`src/rtl/sqr_pkg.sv`:
```
package sqr_pkg;
  localparam int unsigned IN_W   = 4;
  localparam int unsigned OUT_W  = 2 * IN_W;
  localparam int unsigned CORE_W = IN_W - 1;
  localparam int unsigned CORE_O = 2 * CORE_W;
  localparam int unsigned MID_SH = IN_W - 1;

  typedef enum logic [2:0] {
    PATH_LO  = 3'b001,
    PATH_HI  = 3'b010,
    PATH_MID = 3'b100
  } path_e;
endpackage

```
`src/rtl/sqr_core3.sv`:
```
module sqr_core3
  import sqr_pkg::*;
(
  input  logic [CORE_W-1:0] x_i,
  output logic [CORE_O-1:0] s_o
);
  logic x0, x1, x2;
  assign x0 = x_i[0];
  assign x1 = x_i[1];
  assign x2 = x_i[2];

  // gate-level square of a 3-bit value
  assign s_o[0] = x0;
  assign s_o[1] = 1'b0;
  assign s_o[2] = x1 & ~x0;
  assign s_o[3] = x0 & (x1 ^ x2);
  assign s_o[4] = x2 & (~x1 | x0);
  assign s_o[5] = x2 & x1;

  always_comb begin
    p_core_bit1_r3: assert (s_o[1] == 1'b0)
      else $error("core bit1 set for %0d", x_i);
    p_core_max_r2: assert (s_o <= 6'd49)
      else $error("core out %0d above 49", s_o);
  end
endmodule

```
`src/rtl/sqr_rca.sv`:
```
module sqr_rca #(
  parameter int unsigned W = 8
) (
  input  logic [W-1:0] a_i,
  input  logic [W-1:0] b_i,
  input  logic         cin_i,
  output logic [W-1:0] sum_o
);
  logic [W-1:0] c;
  assign c[0] = cin_i;

  // carry out of the top bit is intentionally not formed (modulo 2^W)
  for (genvar i = 0; i < W; i++) begin : g_fa
    logic p;
    assign p        = a_i[i] ^ b_i[i];
    assign sum_o[i] = p ^ c[i];
    if (i < W - 1) begin : g_c
      assign c[i+1] = (a_i[i] & b_i[i]) | (c[i] & p);
    end
  end
endmodule

```
`src/rtl/sqr_path_dec.sv`:
```
module sqr_path_dec
  import sqr_pkg::*;
(
  input  logic [IN_W-1:0] a_i,
  output path_e           path_o
);
  logic lo_any;
  assign lo_any = |a_i[IN_W-2:0];

  always_comb begin
    if (!a_i[IN_W-1])  path_o = PATH_LO;
    else if (lo_any)   path_o = PATH_HI;
    else               path_o = PATH_MID;
  end

  always_comb begin
    p_dec_onehot_r7: assert ($onehot(path_o))
      else $error("path select not one-hot: %b", path_o);
    p_dec_lo_r7: assert (a_i[IN_W-1] || path_o == PATH_LO)
      else $error("bit3 clear but path %b", path_o);
  end
endmodule

```
`src/rtl/dfc_squarer.sv`:
```
module dfc_squarer
  import sqr_pkg::*;
#(
  parameter bit EXPOSE_CORE = 1'b1
) (
  input  logic [IN_W-1:0]   a_i,
  output logic [OUT_W-1:0]  sq_o,
  input  logic [CORE_W-1:0] core_i,
  output logic [CORE_O-1:0] core_o
);
  path_e               path;
  logic [IN_W-1:0]     def;
  logic [CORE_W-1:0]   core_sel;
  logic [CORE_O-1:0]   m;
  logic [OUT_W-1:0]    m_ext, shl4, h_sum, z_sum, mid_val;

  sqr_path_dec u_dec (.a_i(a_i), .path_o(path));

  // deficiency = invert + 1
  sqr_rca #(.W(IN_W)) u_neg (
    .a_i(~a_i), .b_i('0), .cin_i(1'b1), .sum_o(def)
  );

  assign core_sel = (path == PATH_HI) ? def[CORE_W-1:0] : a_i[CORE_W-1:0];

  sqr_core3 u_core (.x_i(core_sel), .s_o(m));

  assign m_ext   = {{(OUT_W-CORE_O){1'b0}}, m};
  assign shl4    = {a_i, {IN_W{1'b0}}};
  assign mid_val = {{(OUT_W-IN_W-MID_SH){1'b0}}, a_i, {MID_SH{1'b0}}};

  sqr_rca #(.W(OUT_W)) u_add_h (
    .a_i(m_ext), .b_i(shl4), .cin_i(1'b0), .sum_o(h_sum)
  );
  sqr_rca #(.W(OUT_W)) u_add_z (
    .a_i(h_sum), .b_i(shl4), .cin_i(1'b0), .sum_o(z_sum)
  );

  always_comb begin
    unique case (path)
      PATH_HI:  sq_o = z_sum;
      PATH_MID: sq_o = mid_val;
      default:  sq_o = m_ext;
    endcase
  end

  if (EXPOSE_CORE) begin : g_core_tap
    sqr_core3 u_core_tap (.x_i(core_i), .s_o(core_o));
  end else begin : g_core_off
    assign core_o = '0;
  end

  always_comb begin
    if (path == PATH_HI) begin
      p_def_range_r4: assert (!def[IN_W-1] && def != '0)
        else $error("deficiency %0d out of range", def);
      p_hi_range_r5: assert (sq_o >= 8'd81)
        else $error("large path result %0d below 81", sq_o);
    end
    if (path == PATH_LO) begin
      p_lo_range_r1: assert (sq_o < 8'd64)
        else $error("small path result %0d not below 64", sq_o);
    end
    if (path == PATH_MID) begin
      p_mid_val_r6: assert (sq_o == 8'd64)
        else $error("shift path result %0d", sq_o);
    end
    p_sq_bit1_r8: assert (sq_o[1] == 1'b0)
      else $error("square bit1 set: %0d", sq_o);
  end
endmodule

```
`config.mk`:
```
export PLATFORM = sky130hd
export DESIGN_NAME = dfc_squarer
export DESIGN_NICKNAME = d
export VERILOG_FILES = /design/src/rtl/sqr_pkg.sv /design/src/rtl/sqr_core3.sv /design/src/rtl/sqr_rca.sv /design/src/rtl/sqr_path_dec.sv /design/src/rtl/dfc_squarer.sv
export SDC_FILE = /design/constraint.sdc
export NUM_CORES = 1
export LEC_CHECK = 0
export BUFFER_PORTS_ARGS = -buffer_cell sky130_fd_sc_hd__buf_4
export CORE_AREA = 2 2 39 41
export DETAILED_ROUTE_END_ITERATION = 10
export DIE_AREA = 0 0 41 43
export SLEW_MARGIN = 20
export SYNTH_ARGS = -nofsm -noshare
export SYNTH_HDL_FRONTEND = slang
export SYNTH_SLANG_ARGS = --single-unit
export TNS_END_PERCENT = 1
```
`constraint.sdc`:
```
create_clock -name vclk -period 4.1
set_input_delay 0.205 -clock vclk [all_inputs]
set_output_delay 0.205 -clock vclk [all_outputs]
set_load 0.02 [all_outputs]
```
Yosys cells after proc, flatten, opt, wreduce, memory -nomap -nowiden
Index checks and enable logic that the tools add are counted.
{ "totals": {"ff_bits": 0, "latch_bits": 0, "ramBits": 0, "mem_bits_ro": 0, "input_bits": 7, "output_inout_bits": 14, "wordCells": 52, "n_memories": 0} }
{ "op_classes": {"add_sub_neg": 0, "mul": 0, "div": 0, "magnitude_cmp": 0, "n_eq_ne": 2, "n_shift": 0, "muxes": 4, "n_bitwise": 45, "reduce_logical": 1} }
{ "op_table": {"columns": ["op", "count"], "rows": [
  ["1-bit bitwise AND", 18],
  ["8-bit one-hot mux with 2 select lines", 1],
  ["1-bit XOR", 16],
  ["3-bit two-way mux", 3],
  ["1-bit inverter", 5],
  ["1-bit bitwise OR", 5],
  ["3-bit by 2-bit == test with 1-bit output (second input constant)", 1],
  ["3-bit == test (second input constant)", 1],
  ["3-bit inverter", 1],
  ["3-bit OR reduction", 1]
]} }

Depth between registers and ports, before layout
{ "logic_depth": {"word_depth": 17, "mapped_depth": 13, "depth_no_buf": 13} }

Hierarchy
From an unflattened synthesis, not the netlist that was laid out.
{ "hier_totals": {"hier_cells": 94, "area_unflattened_um2": 902.1} }
{ "modules_own_cells": {"columns": ["mod", "n_inst", "cells_per_inst", "area_each_um2"], "rows": [
  ["sqr_rca at u_add_h ...", 2, 13, 182.7],
  ["dfc_squarer", 1, 42, 284.0],
  ["sqr_core3", 2, 7, 61.3],
  ["sqr_rca at u_neg", 1, 9, 102.6],
  ["sqr_path_dec", 1, 3, 27.5]
]} }

Worst setup path before layout
Ideal clock, no wire load.
{ "synth_timing": {"path_type": "input-to-output", "from": "input port a_i[0]", "to": "output port sq_o[7]", "arrival_ps": 3081, "required_ps": 3895, "setup_slack_ps": 814, "cell_stages": 12, "path_buffers": 0, "cell_sequence": "inv_1 ha_1 ha_1 nand2b_4 mux2_2 ha_1 fa_1 inv_1 fa_1 nor2b_1 nor3_1 nor3b_1"} }
{ "synth_via": {"elab_chain_cells": 17, "word_cells_on_any_way": 37} }
{ "synth_lines": {"columns": ["item", "line_no", "rtl"], "rows": [
  ["start: declaration", "dfc_squarer.sv:6", "input logic [IN_W-1:0] a_i,"],
  ["3-bit OR reduction", "sqr_path_dec.sv:8", "assign lo_any = |a_i[IN_W-2:0];"],
  ["3-bit two-way mux", "sqr_path_dec.sv:12", "else if (lo_any) path_o = PATH_HI;"],
  ["3-bit two-way mux", "sqr_path_dec.sv:11", "if (!a_i[IN_W-1]) path_o = PATH_LO;"],
  ["3-bit by 2-bit == test with 1-bit output", "dfc_squarer.sv:24, dfc_squarer.sv:40", null],
  ["3-bit two-way mux", "dfc_squarer.sv:24", "assign core_sel = (path == PATH_HI) ? def[CORE_W-1:0] : a_i[CORE_W-1:0];"],
  ["1-bit inverter", "sqr_core3.sv:17", "assign s_o[4] = x2 & (~x1 | x0);"],
  ["1-bit bitwise OR", "sqr_core3.sv:17", null],
  ["1-bit bitwise AND", "sqr_core3.sv:17", null],
  ["1-bit bitwise AND", "sqr_rca.sv:18", "assign c[i+1] = (a_i[i] & b_i[i]) | (c[i] & p);"],
  ["1-bit XOR or 1-bit bitwise AND (tied branches)", "sqr_rca.sv:16, sqr_rca.sv:18", null],
  ["1-bit XOR or 1-bit bitwise OR (tied branches)", "sqr_rca.sv:15, sqr_rca.sv:18", null],
  ["1-bit bitwise AND or 1-bit XOR (tied branches)", "sqr_rca.sv:18, sqr_rca.sv:16", null],
  ["1-bit bitwise OR or 1-bit XOR (tied branches)", "sqr_rca.sv:18, sqr_rca.sv:15", null],
  ["1-bit bitwise AND", "sqr_rca.sv:18", null],
  ["1-bit bitwise OR", "sqr_rca.sv:18", null],
  ["1-bit XOR", "sqr_rca.sv:16", "assign sum_o[i] = p ^ c[i];"],
  ["8-bit one-hot mux with 2 select lines (*)", "dfc_squarer.sv:40", "unique case (path)"],
  ["end: declaration", "dfc_squarer.sv:7", "output logic [OUT_W-1:0] sq_o,"]
]} }
Every way passes the cells marked *; elsewhere a longest branch is shown, timed or not.

Final worst setup path
Ends and elaborated chain as after synthesis.

==> metrics.yaml <==
run_status:
  status: "complete, no violations"
synthesis:
  avgSynthCellArea_um2: 7.59
  synthesis.area_um2: 342
  ys_seq_area_share_pct: 0
  synth_top_area_cell: "ha_1"
  netlist_instances: 45
  yosysTopAreaCellShare_pct: 22.0
  yosys_warnings: 0
  synth_commonest_cells: "ha_1 (6), inv_1 (6)"
  synthTopCellsByArea: "ha_1 (22%), fa_1 (12%), buf_4 (8.8%)"
  synth.distinct_cells: 21
cells_and_area:
  design.seq.count: 0
  utilization_pct: 34.5
  clock_buffers: 0
  final_layout_size_suffix_gt1_share_pct: 34.4
  syn2layout_area_growth_pct: 39.9
  diodes: 0
  layout.nets: 78
  final_area_um2: 478
  fin_cells: 77
  seqCellArea_um2: 0
clock_network:
  cts_hold_buffers: 0
  cts_setup_buffers: 0
  cts_resized: 0
routing:
  vias: 336
  drt_iter0_drc: 1
  viasPerCell: 4.36
  postRouteAntennaNets: 0
  firstDrtPassIters: 2
  remaining_drc_errors: 0
  wl_um: 751
  wl_per_cell_um: 9.75
sta:
  final_hold_viol_count: 0
  slew_violations: 0
  rsz0062_at_grt: "false"
  post-route-period-util_pct: 83.8
  finalSetupViolCount: 0
  timing.hold.ws_ns: 0.626
  min_period_ns: 3.44
  fmax_ghz: 0.291
  fin_tns_setup_ns: 0
power:
  leakagePower_nw: 0.250
  p_per_area_nw_per_um2: 182
  peakVddDrop_mv: 0.0641
grt:
  antenna_found_initial: 0
  track_usage_pct: 9.24
  grt_max_degree: 10
  grt_pass1_vias: 288
  grt_pass1_wl_um: 1190
  grt_overflow: 0
placed_design:
  gp_congestion: 0.720
  placed_area_um2: 478
  io_buffer_count: 19
  dp_hpwl_um: 673
  dp.cells: 77
worst_hold_path:
  hold_path_end: "core_o[0]"
  hold_path.class: "primary input to output port"
  hp-start: "core_i[0]"
  whs_path_depth: 2
worst_setup_path:
  crit_chain: "buf_4 -> inv_1 -> ha_1 -> ha_1 -> nand2b_4 -> mux2i_1 -> inv_1 -> ha_1 -> fa_1 -> inv_1 -> fa_1 -> nor2b_1 -> nor3_1 -> nor3b_1 -> buf_4"
  crit_type: "primary input to output port"
  end_kind: "output port"
  critPathLaunchType: "primary input"
  cp_top_family: "adder cells"
  worstPathRequired_ns: 3.89
  crit_fanout: 7
  cp_slowest_stage_delay_ns: 0.50
  crit_arrival_ns: 3.23
  slowest_stage: "fa_1"
  crit_buf_inv: 5
floorplanning:
  coreArea_um2: 1380
  die_w_um: 41
  ioPinCount: 21
  dieArea_um2: 1760
  die_height_um: 43
  core.rowCount: 14
  start_util_pct: 24.7
flow_run:
  maxCapViolCount: 0
[cells in the final DEF, fill, tap and decap left out, types with 2 or more instances in the layout]
master   instances
inv_1            6
buf_4           19
conb_1           2
a21oi_1          4
nor2_1           4
nor2b_1          4
fa_1             2
ha_1             6
xnor2_1          2
[worst max-delay path by stage]
stage                      start  endpoint  slack, ns  depth (start not counted)
after global routing      a_i[1]   sq_o[7]       0.44                         15
after detailed placement  a_i[0]   sq_o[7]       0.66                         15
after global placement    a_i[1]   sq_o[7]       0.63                         15
after CTS                 a_i[0]   sq_o[7]       0.64                         15
after floorplan           a_i[0]   sq_o[7]       0.81                         12
final                     a_i[0]   sq_o[7]       0.66                         15
[per-layer routing]
layer / global-route usage [%] / share of wire (%) / vias to the layer above
met5: 0 / 0 / -
met4: 0 / 0 / 0
met3: 0 / 4.0 / 0
met2: 17.5 / 57 / 9
met1: 11.6 / 39 / 151
li1: - / - / 176
[metrics by stage]
| step | worst slack [ns] | power, W |
|---|---|---|
| global placement | 0.634 | 0.0000868 |
| floorplan | 0.814 | 0.0000600 |
| detailed placement | 0.656 | 0.0000881 |
| global route | 0.436 | 0.0000962 |
| finish | 0.663 | 0.0000869 |
| CTS | 0.636 | 0.0000883 |
[report_power, final]
part           leakage (nW)  internal, W  switching, W
Combinational         0.250    0.0000402     0.0000467
Sequential                0            0             0
Clock                     0            0             0
[logic make-up (layout without fill, tap and decap cells)]
group           after synthesis  count (layout)  share of synthesized area (%)
xor+xnor                      2               2                           5.13
other cells                   1               2                           1.10
fa+ha+maj                     8               8                           33.7
mux                           2               2                           6.23
compound gates                7               7                           12.1
simple gates                 15              15                           26.4
buf+inv                      10              25                           15.4
[cell type report]
class                      instances  area, um2
timing repair buffer              19        143
multi-input combinational         36        293
inverter                           6       22.5
fill                             160        906
tap                               16       20.0
Note: power is estimated with default switching activity, not from simulation.
